$ cat src/rtl/row_scan_pkg.sv
package row_scan_pkg;

    // Plate tile geometry.
    localparam int ROW_N  = 8;
    localparam int COL_N  = 8;
    localparam int CH_W   = 8;

    localparam int ROW_W  = $clog2(ROW_N);
    localparam int COL_W  = $clog2(COL_N);
    localparam int ADDR_W = ROW_W + COL_W;
    localparam int VOX_W  = 3 * CH_W;
    localparam int IDX_W  = $clog2(VOX_W);

    // One voxel as it leaves the frame memory; red is shifted first.
    typedef struct packed {
        logic [CH_W-1:0] red;
        logic [CH_W-1:0] grn;
        logic [CH_W-1:0] blu;
    } voxel_t;

    typedef enum logic [2:0] {
        ST_IDLE,
        ST_PREP,
        ST_SHIFT,
        ST_LATCH,
        ST_UNBLANK
    } scan_st_e;

    // Number of system clocks the serial clock stays low in one bit.
    function automatic int low_cycles(input int bit_cycles);
        return bit_cycles / 2;
    endfunction

endpackage

$ cat src/rtl/rs_bit_timer.sv
module rs_bit_timer
    import row_scan_pkg::*;
#(
    parameter int BIT_CYCLES = 5
) (
    input  logic clk,
    input  logic rst,
    input  logic run,
    input  logic restart,
    output logic bit_end,
    output logic clk_phase
);

    localparam int CNT_W  = (BIT_CYCLES > 1) ? $clog2(BIT_CYCLES) : 1;
    localparam int LOW_N  = low_cycles(BIT_CYCLES);

    logic [CNT_W-1:0] cnt;

    always_ff @(posedge clk) begin
        if (rst || restart || !run) begin
            cnt <= '0;
        end else if (cnt == CNT_W'(BIT_CYCLES - 1)) begin
            cnt <= '0;
        end else begin
            cnt <= cnt + 1'b1;
        end
    end

    assign bit_end   = run && (cnt == CNT_W'(BIT_CYCLES - 1));
    assign clk_phase = run && (cnt >= CNT_W'(LOW_N));

endmodule

$ cat src/rtl/rs_voxel_serializer.sv
module rs_voxel_serializer
    import row_scan_pkg::*;
(
    input  logic   clk,
    input  logic   rst,
    input  logic   load,
    input  logic   shift,
    input  voxel_t din,
    output logic   sdo,
    output logic   last_bit
);

    voxel_t           sr;
    logic [IDX_W-1:0] idx;

    always_ff @(posedge clk) begin
        if (rst) begin
            sr  <= '0;
            idx <= '0;
        end else if (load) begin
            sr  <= din;
            idx <= '0;
        end else if (shift) begin
            sr  <= voxel_t'({sr[VOX_W-2:0], 1'b0});
            idx <= idx + 1'b1;
        end
    end

    assign sdo      = sr[VOX_W-1];
    assign last_bit = (idx == IDX_W'(VOX_W - 1));

endmodule

$ cat src/rtl/row_scanner.sv
module row_scanner
    import row_scan_pkg::*;
#(
    parameter int BIT_CYCLES = 5
) (
    input  logic              clk,
    input  logic              rst,
    input  logic              pos_tick,
    output logic [ADDR_W-1:0] pix_addr,
    input  logic [VOX_W-1:0]  pix_data,
    output logic              ser_data,
    output logic              ser_clk,
    output logic              ser_latch,
    output logic              blank,
    output logic [ROW_W-1:0]  row_sel,
    output logic              overrun
);

    scan_st_e          st;
    logic [ROW_W-1:0]  row;
    logic [COL_W-1:0]  col;
    logic [ADDR_W-1:0] fetch;
    logic              prep_wait;
    logic              blank_q;
    logic [ROW_W-1:0]  row_sel_q;
    logic              ovr_q;

    logic bit_end, clk_phase, last_bit, sdo;
    logic timer_run, row_last, col_last, voxel_done;
    logic ld_first, ld_next, ld_row, ser_load, ser_shift;

    assign timer_run  = (st == ST_SHIFT) || (st == ST_LATCH);
    assign row_last   = (row == ROW_W'(ROW_N - 1));
    assign col_last   = (col == COL_W'(COL_N - 1));
    assign voxel_done = (st == ST_SHIFT) && bit_end && last_bit;

    // Loads: first voxel after the read delay, next voxel in a row,
    // first voxel of the following row once the current one is shown.
    assign ld_first  = (st == ST_PREP) && prep_wait;
    assign ld_next   = voxel_done && !col_last;
    assign ld_row    = (st == ST_UNBLANK) && !row_last;
    assign ser_load  = !pos_tick && (ld_first || ld_next || ld_row);
    assign ser_shift = !pos_tick && (st == ST_SHIFT) && bit_end && !last_bit;

    rs_bit_timer #(
        .BIT_CYCLES(BIT_CYCLES)
    ) u_timer (
        .clk       (clk),
        .rst       (rst),
        .run       (timer_run),
        .restart   (pos_tick),
        .bit_end   (bit_end),
        .clk_phase (clk_phase)
    );

    rs_voxel_serializer u_ser (
        .clk      (clk),
        .rst      (rst),
        .load     (ser_load),
        .shift    (ser_shift),
        .din      (voxel_t'(pix_data)),
        .sdo      (sdo),
        .last_bit (last_bit)
    );

    // Fetch pointer runs one voxel ahead of the shifter.
    always_ff @(posedge clk) begin
        if (rst || pos_tick) begin
            fetch <= '0;
        end else if (ser_load) begin
            fetch <= fetch + 1'b1;
        end
    end

    always_ff @(posedge clk) begin
        if (rst) begin
            st        <= ST_IDLE;
            row       <= '0;
            col       <= '0;
            prep_wait <= 1'b0;
            blank_q   <= 1'b1;
            row_sel_q <= '0;
            ovr_q     <= 1'b0;
        end else if (pos_tick) begin
            if (st != ST_IDLE) begin
                ovr_q   <= 1'b1;
                blank_q <= 1'b1;
            end
            st        <= ST_PREP;
            row       <= '0;
            col       <= '0;
            prep_wait <= 1'b0;
        end else begin
            unique case (st)
                ST_IDLE: ;
                ST_PREP: begin
                    if (prep_wait) begin
                        st <= ST_SHIFT;
                    end
                    prep_wait <= 1'b1;
                end
                ST_SHIFT: begin
                    if (voxel_done) begin
                        if (col_last) begin
                            st      <= ST_LATCH;
                            blank_q <= 1'b1;
                        end else begin
                            col <= col + 1'b1;
                        end
                    end
                end
                ST_LATCH: begin
                    if (bit_end) begin
                        row_sel_q <= row;
                        st        <= ST_UNBLANK;
                    end
                end
                ST_UNBLANK: begin
                    blank_q <= 1'b0;
                    if (row_last) begin
                        st <= ST_IDLE;
                    end else begin
                        row <= row + 1'b1;
                        col <= '0;
                        st  <= ST_SHIFT;
                    end
                end
                default: st <= ST_IDLE;
            endcase
        end
    end

    assign pix_addr  = fetch;
    assign ser_data  = sdo;
    assign ser_clk   = (st == ST_SHIFT) && clk_phase;
    assign ser_latch = (st == ST_LATCH);
    assign blank     = blank_q;
    assign row_sel   = row_sel_q;
    assign overrun   = ovr_q;

endmodule

$ cat config.mk
export PLATFORM = sky130hd
export DESIGN_NAME = row_scanner
export DESIGN_NICKNAME = d
export VERILOG_FILES = /design/src/rtl/row_scan_pkg.sv /design/src/rtl/rs_bit_timer.sv /design/src/rtl/rs_voxel_serializer.sv /design/src/rtl/row_scanner.sv
export SDC_FILE = /design/constraint.sdc
export NUM_CORES = 1
export LEC_CHECK = 0
export BUFFER_PORTS_ARGS = -buffer_cell sky130_fd_sc_hd__buf_2
export CAP_MARGIN = 20
export CORE_MARGIN = 2
export CORE_UTILIZATION = 45
export CTS_BUF_LIST = sky130_fd_sc_hd__clkbuf_4 sky130_fd_sc_hd__clkbuf_8 sky130_fd_sc_hd__clkbuf_16
export DETAILED_ROUTE_END_ITERATION = 16
export PLACE_DENSITY = 0.65
export SLEW_MARGIN = 30
export SYNTH_ARGS = -nofsm -noshare
export SYNTH_HDL_FRONTEND = slang
export SYNTH_SLANG_ARGS = --single-unit
$ cat constraint.sdc
create_clock -name clk -period 5.65 [get_ports clk]
set_input_delay 0.565 -clock clk [delete_from_list [all_inputs] [get_ports clk]]
set_output_delay 0.565 -clock clk [all_outputs]
set_load 0.1 [all_outputs]
After elaboration in Yosys (flattened, before gate mapping)
Cells that the tools add are included.

Add/subtract/negate cells: 5. Multipliers: 0. Div/mod/pow operators: 0. Magnitude comparators: 1. Equal/unequal tests: 20. Shift-type cells: 0. Muxes and demuxes: 18. Bitwise operators: 3. Reductions and logical operators: 37.

Operators by type and width (count): $mux W24 (2); $mux W3 (7); $pmux W3 S5 (1); $eq A3 B3 Y1 const B (4); $logic_and A1 B1 Y1 (12); $ne A2 B2 Y1 const B (6); $reduce_and A5 Y1 (2); $add A3 B1 Y3 const B (3); $ne A3 B3 Y1 const B (3); $reduce_and A4 Y1 (2); $add A6 B1 Y6 const B (1); $eq A3 B2 Y1 const B (2); $pmux W3 S2 (1); $reduce_bool A3 Y1 (2); $reduce_or A2 Y1 (3); $add A5 B1 Y5 const B (1); $eq A5 B5 Y1 const B (1); $logic_not A1 Y1 (5); $logic_or A1 B1 Y1 (5); $mux W1 (5); $ne A2 B1 Y1 const B (2); $reduce_and A2 Y1 (2); $reduce_bool A2 Y1 (2); $eq A3 B1 Y1 const B (1); other kinds (7) (9).

Register bits after elaboration: 53. Bits in latches: 0. Memory bits (writable): 0. ROM bits: 0. Input port bits: 27. Output and inout port bits: 14. Logic and storage cells: 98. Memories: 0.

Logic depth before layout (Yosys ltp)
Depth after elaboration: 10. Gate-level depth with buffers: 8. Depth with buffers taken out: 6.

Modules after synthesis
A second synthesis with hierarchy kept.

Cell total of the unflattened synthesis: 268. Area, all modules: 2606.2 um^2.

By module, submodules not included: rs_voxel_serializer (instances 1, cells each 132, area an instance 1348.8 um^2, seq. area each 580.6 um^2); row_scanner (instances 1, cells each 120, area an instance 1102.3 um^2, seq. area each 420.4 um^2); rs_bit_timer (instances 1, cells each 16, area an instance 155.1 um^2, seq. area each 60.1 um^2).

Least setup slack after synthesis
No wires, ideal clock.

Kind: register to output. Start point: register st[2]. End point: output ser_latch. Arrival: 1.982 ns. Required time: 5.085 ns. Path slack: 3.103 ns. Stages on the path, launching flop included: 4. Path buffers: 1. Path through: dfxtp_1 clkbuf_1 nand2b_1 nor2_1.

Longest elaborated chain between the ends: 1.

RTL lines: start: declaration (RTL line row_scanner.sv:19) `scan_st_e st;`; start signal: assignment (RTL line row_scanner.sv:77) `st <= ST_IDLE;`; start signal: assignment (RTL line row_scanner.sv:89) `st <= ST_PREP;`; start signal: assignment (RTL line row_scanner.sv:98) `st <= ST_SHIFT;`; $eq A3 B2 Y1 (RTL line row_scanner.sv:136) `assign ser_latch = (st == ST_LATCH);`; end: declaration (RTL line row_scanner.sv:13) `output logic ser_latch,`.

Every way passes these cells.

Worst setup path in the final report
Start point: register st[1]. End point: output ser_clk.

Longest elaborated chain between the ends: 4. Elaborated cells between the ends (all ways): 5. Those cells by class: eq/ne (2); reduce/logical (3).

RTL lines: $eq A3 B2 Y1 (on tied branches) (RTL line row_scanner.sv:32, row_scanner.sv:135); $logic_or A1 B1 Y1 (RTL line row_scanner.sv:32) `assign timer_run = (st == ST_SHIFT) || (st == ST_LATCH);`; $logic_and A1 B1 Y1 (RTL line rs_bit_timer.sv:30) `assign clk_phase = run && (cnt >= CNT_W'(LOW_N));`; $logic_and A1 B1 Y1 (*) (RTL line row_scanner.sv:135) `assign ser_clk = (st == ST_SHIFT) && clk_phase;`; end: declaration (RTL line row_scanner.sv:12) `output logic ser_clk,`.

Mark *: on every way between the ends. The rest lies on a longest branch, timed or not.

==> out/metrics.yaml <==
ys_ff_latch: 53
period_share_pct: 44.57
grt_pass1_wl_um: 9052
fp.dieW_um: 81.37
area_growth_pct: 12.17
setup_viol: 0
clk_latency_ns: 0.31
yosys-top-cells-area: "dfxtp_1, mux2i_1, a21oi_1"
cts.path.max_buffers: 2
core-area_um2: 5851
placed_area_um2: 2902
synthArstFlopShare_pct: 0
die_y_um: 81.37
vias_per_cell: 5.560
ctsHoldBuffers: 0
drt_iter0_drc: 87
num_antenna_cells: 0
fin_nets: 346
syn-cell-area_um2: 2694
syn_area_per_cell_um2: 9.587
dp_cells: 378
crit_family: "flip-flops"
syn_inst: 281
worst_pin_slew_ns: 0.8976
start_util_pct: 46.04
cts_setup_buffers: 0
p_leak_nw: 1.288
ys_types: 48
synth_area_leader_cell: "dfxtp_1"
clock_skew_ns: 0.005087
cp-end-kind: "primary output"
cts_tree: "yes"
cts_htree_levels: 2
num_vias: 2146
slowest_delay_ns: 0.63
syn-num-nets: 317
hold_viol_final: 0
ant_nets: 0
track_usage_pct: 17.68
synth_edf_count: 0
cp-start-kind: "flip-flop"
crit_path_top_delay_cell: "dfxtp_1"
ff_latch_area_um2: 1061
crit_chain: "nor3b_2, o31a_1, buf_2"
instances_no_fill: 386
holdWs_ns: 0.4665
cts_sinks: 53
cp_max_fo: 13
grt_start_max_net_pins: 41
fmax_ghz: 0.3971
ir_drop_uv: 135.1
multi_input_comb_area_um2: 1516
wl_per_cell_um: 14.54
clk_pin_slew_ns: 0.09
run_status: "finished clean"
yosysWarnings: 0
rsz0062_at_grt: "false"
drc_errors: 0
p_total_w: 0.0006947
drt_wl_total_um: 5612
power_density_nw_per_um2: 229.9
fin_crit_ns: 2.518
cap_violations: 0
crit_buf_inv: 1
cts_root_buffer: "clkbuf_8"
dp_hpwl_um: 3818
gp_congestion: 0.7475
final_layout_size_suffix_gt1_share_pct: 22.83
fp-row-count: 28
drv_slew: 0
cts_resized: 0
slew_headroom_pct: 40.16
pin_count: 41
die-area_um2: 6621
worstHoldPathType: "reg2reg"
cts-buffers-inserted: 5
portBuffers: 40
synth_top_area_share_pct: 39.39
globalRoute.totalOverflow: 0
grt_pass1_vias: 1921
final_area_um2: 3022
firstDrtPassIters: 4
tns_ns: 0
crit_type: "reg2out"
ys.flop_type: "dfxtp_1"
antenna_found_initial: 0
critPathRequiredTime_ns: 5.09
yosysSeqAreaShare_pct: 39.39
worst_ep_arrival_time_ns: 1.95
nFillCells: 528
==> cell usage in the layout (no fill, tap or decap), types with 2 or more instances in the layout <==
| master | netlist | routed |
|---|---|---|
| buf_2 | 9 | 40 |
| a211oi_2 | 10 | 10 |
| nor3b_1 | 5 | 5 |
| o31a_1 | 2 | 2 |
| and3_1 | 5 | 5 |
| o21ai_0 | 4 | 4 |
| a211oi_1 | 10 | 10 |
| and2_1 | 2 | 2 |
| nor3_1 | 9 | 9 |
| and4_1 | 2 | 2 |
| or2_2 | 2 | 2 |
| a2111o_1 | 2 | 2 |
| buf_4 | 1 | 2 |
| nor3_2 | 2 | 2 |
| nor2_1 | 20 | 20 |
| nand4b_1 | 2 | 2 |
| ha_1 | 9 | 9 |
| a21oi_1 | 29 | 29 |
| or3_1 | 2 | 2 |
| o21ai_1 | 2 | 2 |
| mux2i_1 | 32 | 32 |
| nand3_1 | 8 | 8 |
| a221o_1 | 4 | 4 |
| nand2b_1 | 3 | 3 |
| a21boi_0 | 2 | 2 |
| and4b_1 | 2 | 2 |
| clkbuf_8 | 0 | 6 |
| nand2_1 | 15 | 15 |
| dfxtp_1 | 53 | 53 |
| inv_1 | 4 | 4 |
| xor2_1 | 3 | 3 |
==> cells in the mapped netlist (all sizes together) (3+ instances only) <==
cell type,number
mux2i,32
nand2b,3
and3,5
inv,4
nand3,9
nor3,11
nor3b,6
nand2,15
ha,9
a21boi,3
a211oi,20
a221o,4
dfxtp,53
a21oi,30
o21ai,6
buf,12
nor2,20
or3,3
xor2,3
clkbuf,8
==> layout make-up <==
| class | count | area share, % |
|---|---|---|
| timing repair buffer | 42 | 7.122 |
| clock buffer | 7 | 2.981 |
| sequential | 53 | 35.11 |
| inverter | 4 | 0.4969 |
| clock inverter | 1 | 0.9938 |
| tap | 75 | 3.106 |
| multi-input combinational | 204 | 50.19 |
==> power by group <==
part	leakage (nW)	total, W	internal (W)	switching, W
combinational	0.798	0.0000402	0.0000149	0.0000253
clock	0.0619	0.000273	0.000149	0.000124
sequential	0.428	0.000382	0.000377	0.00000449
total	1.29	0.000695	0.000541	0.000153
==> path summary, 6_finish.rpt <==
kind | endpoint | from | slack, ns | cells past startpoint
setup reg to reg | u_ser.sr[4] | col[0] | 3.19 | 7
hold reg to reg | col[1] | col[1] | 0.47 | 2
hold / removal | col[1] | col[1] | 0.47 | 2
setup / recovery | ser_clk | st[1] | 3.13 | 3
==> routing by layer <==
metal | vias up | GRT usage (%) | routed length, um
li1 | 1095 | - | -
met1 | 1013 | 24.64 | 2870
met2 | 30 | 26.64 | 2471
met3 | 8 | 3.889 | 180
met4 | 0 | 6.610 | 89
met5 | - | 0 | 0
==> cells by family (layout without fill, tap and decap cells) <==
family                     count (synthesis)  after routing  share of synthesized area, %
muxes                                     32             32                         11.89
adders and majority gates                  9              9                         4.180
AOI/OAI and AO/OA                         71             71                         19.28
DFF                                       53             53                         39.39
xor gates and xnor gates                   4              4                         1.301
and+or+nand+nor                           88             88                         19.51
buffers and inverters                     24             54                         4.459
==> worst min-delay path: cells and delay by family (launching register included) <==
family | cells | cell delay (ns)
flops | 1 | 0.32
mux | 1 | 0.05
simple gates | 1 | 0.05
==> sequential cells by signal (all words and copies together), names as in the netlist <==
register	count
pix_addr	6
st	3
prep_wait	1
row	3
blank	1
col	3
u_ser.sr	23
row_sel	3
u_ser.idx	5
u_timer.cnt	3
overrun	1
u_ser.sdo	1
==> per-stage QoR <==
stage	util, %	worst slack, ns
after global routing	51.65	2.972
after detailed placement	49.59	3.222
final	51.65	3.132
after global placement	49.59	3.288
after CTS	51.65	3.116
after floorplan	-	3.103
No activity file was read; power rests on OpenSTA's default activity.
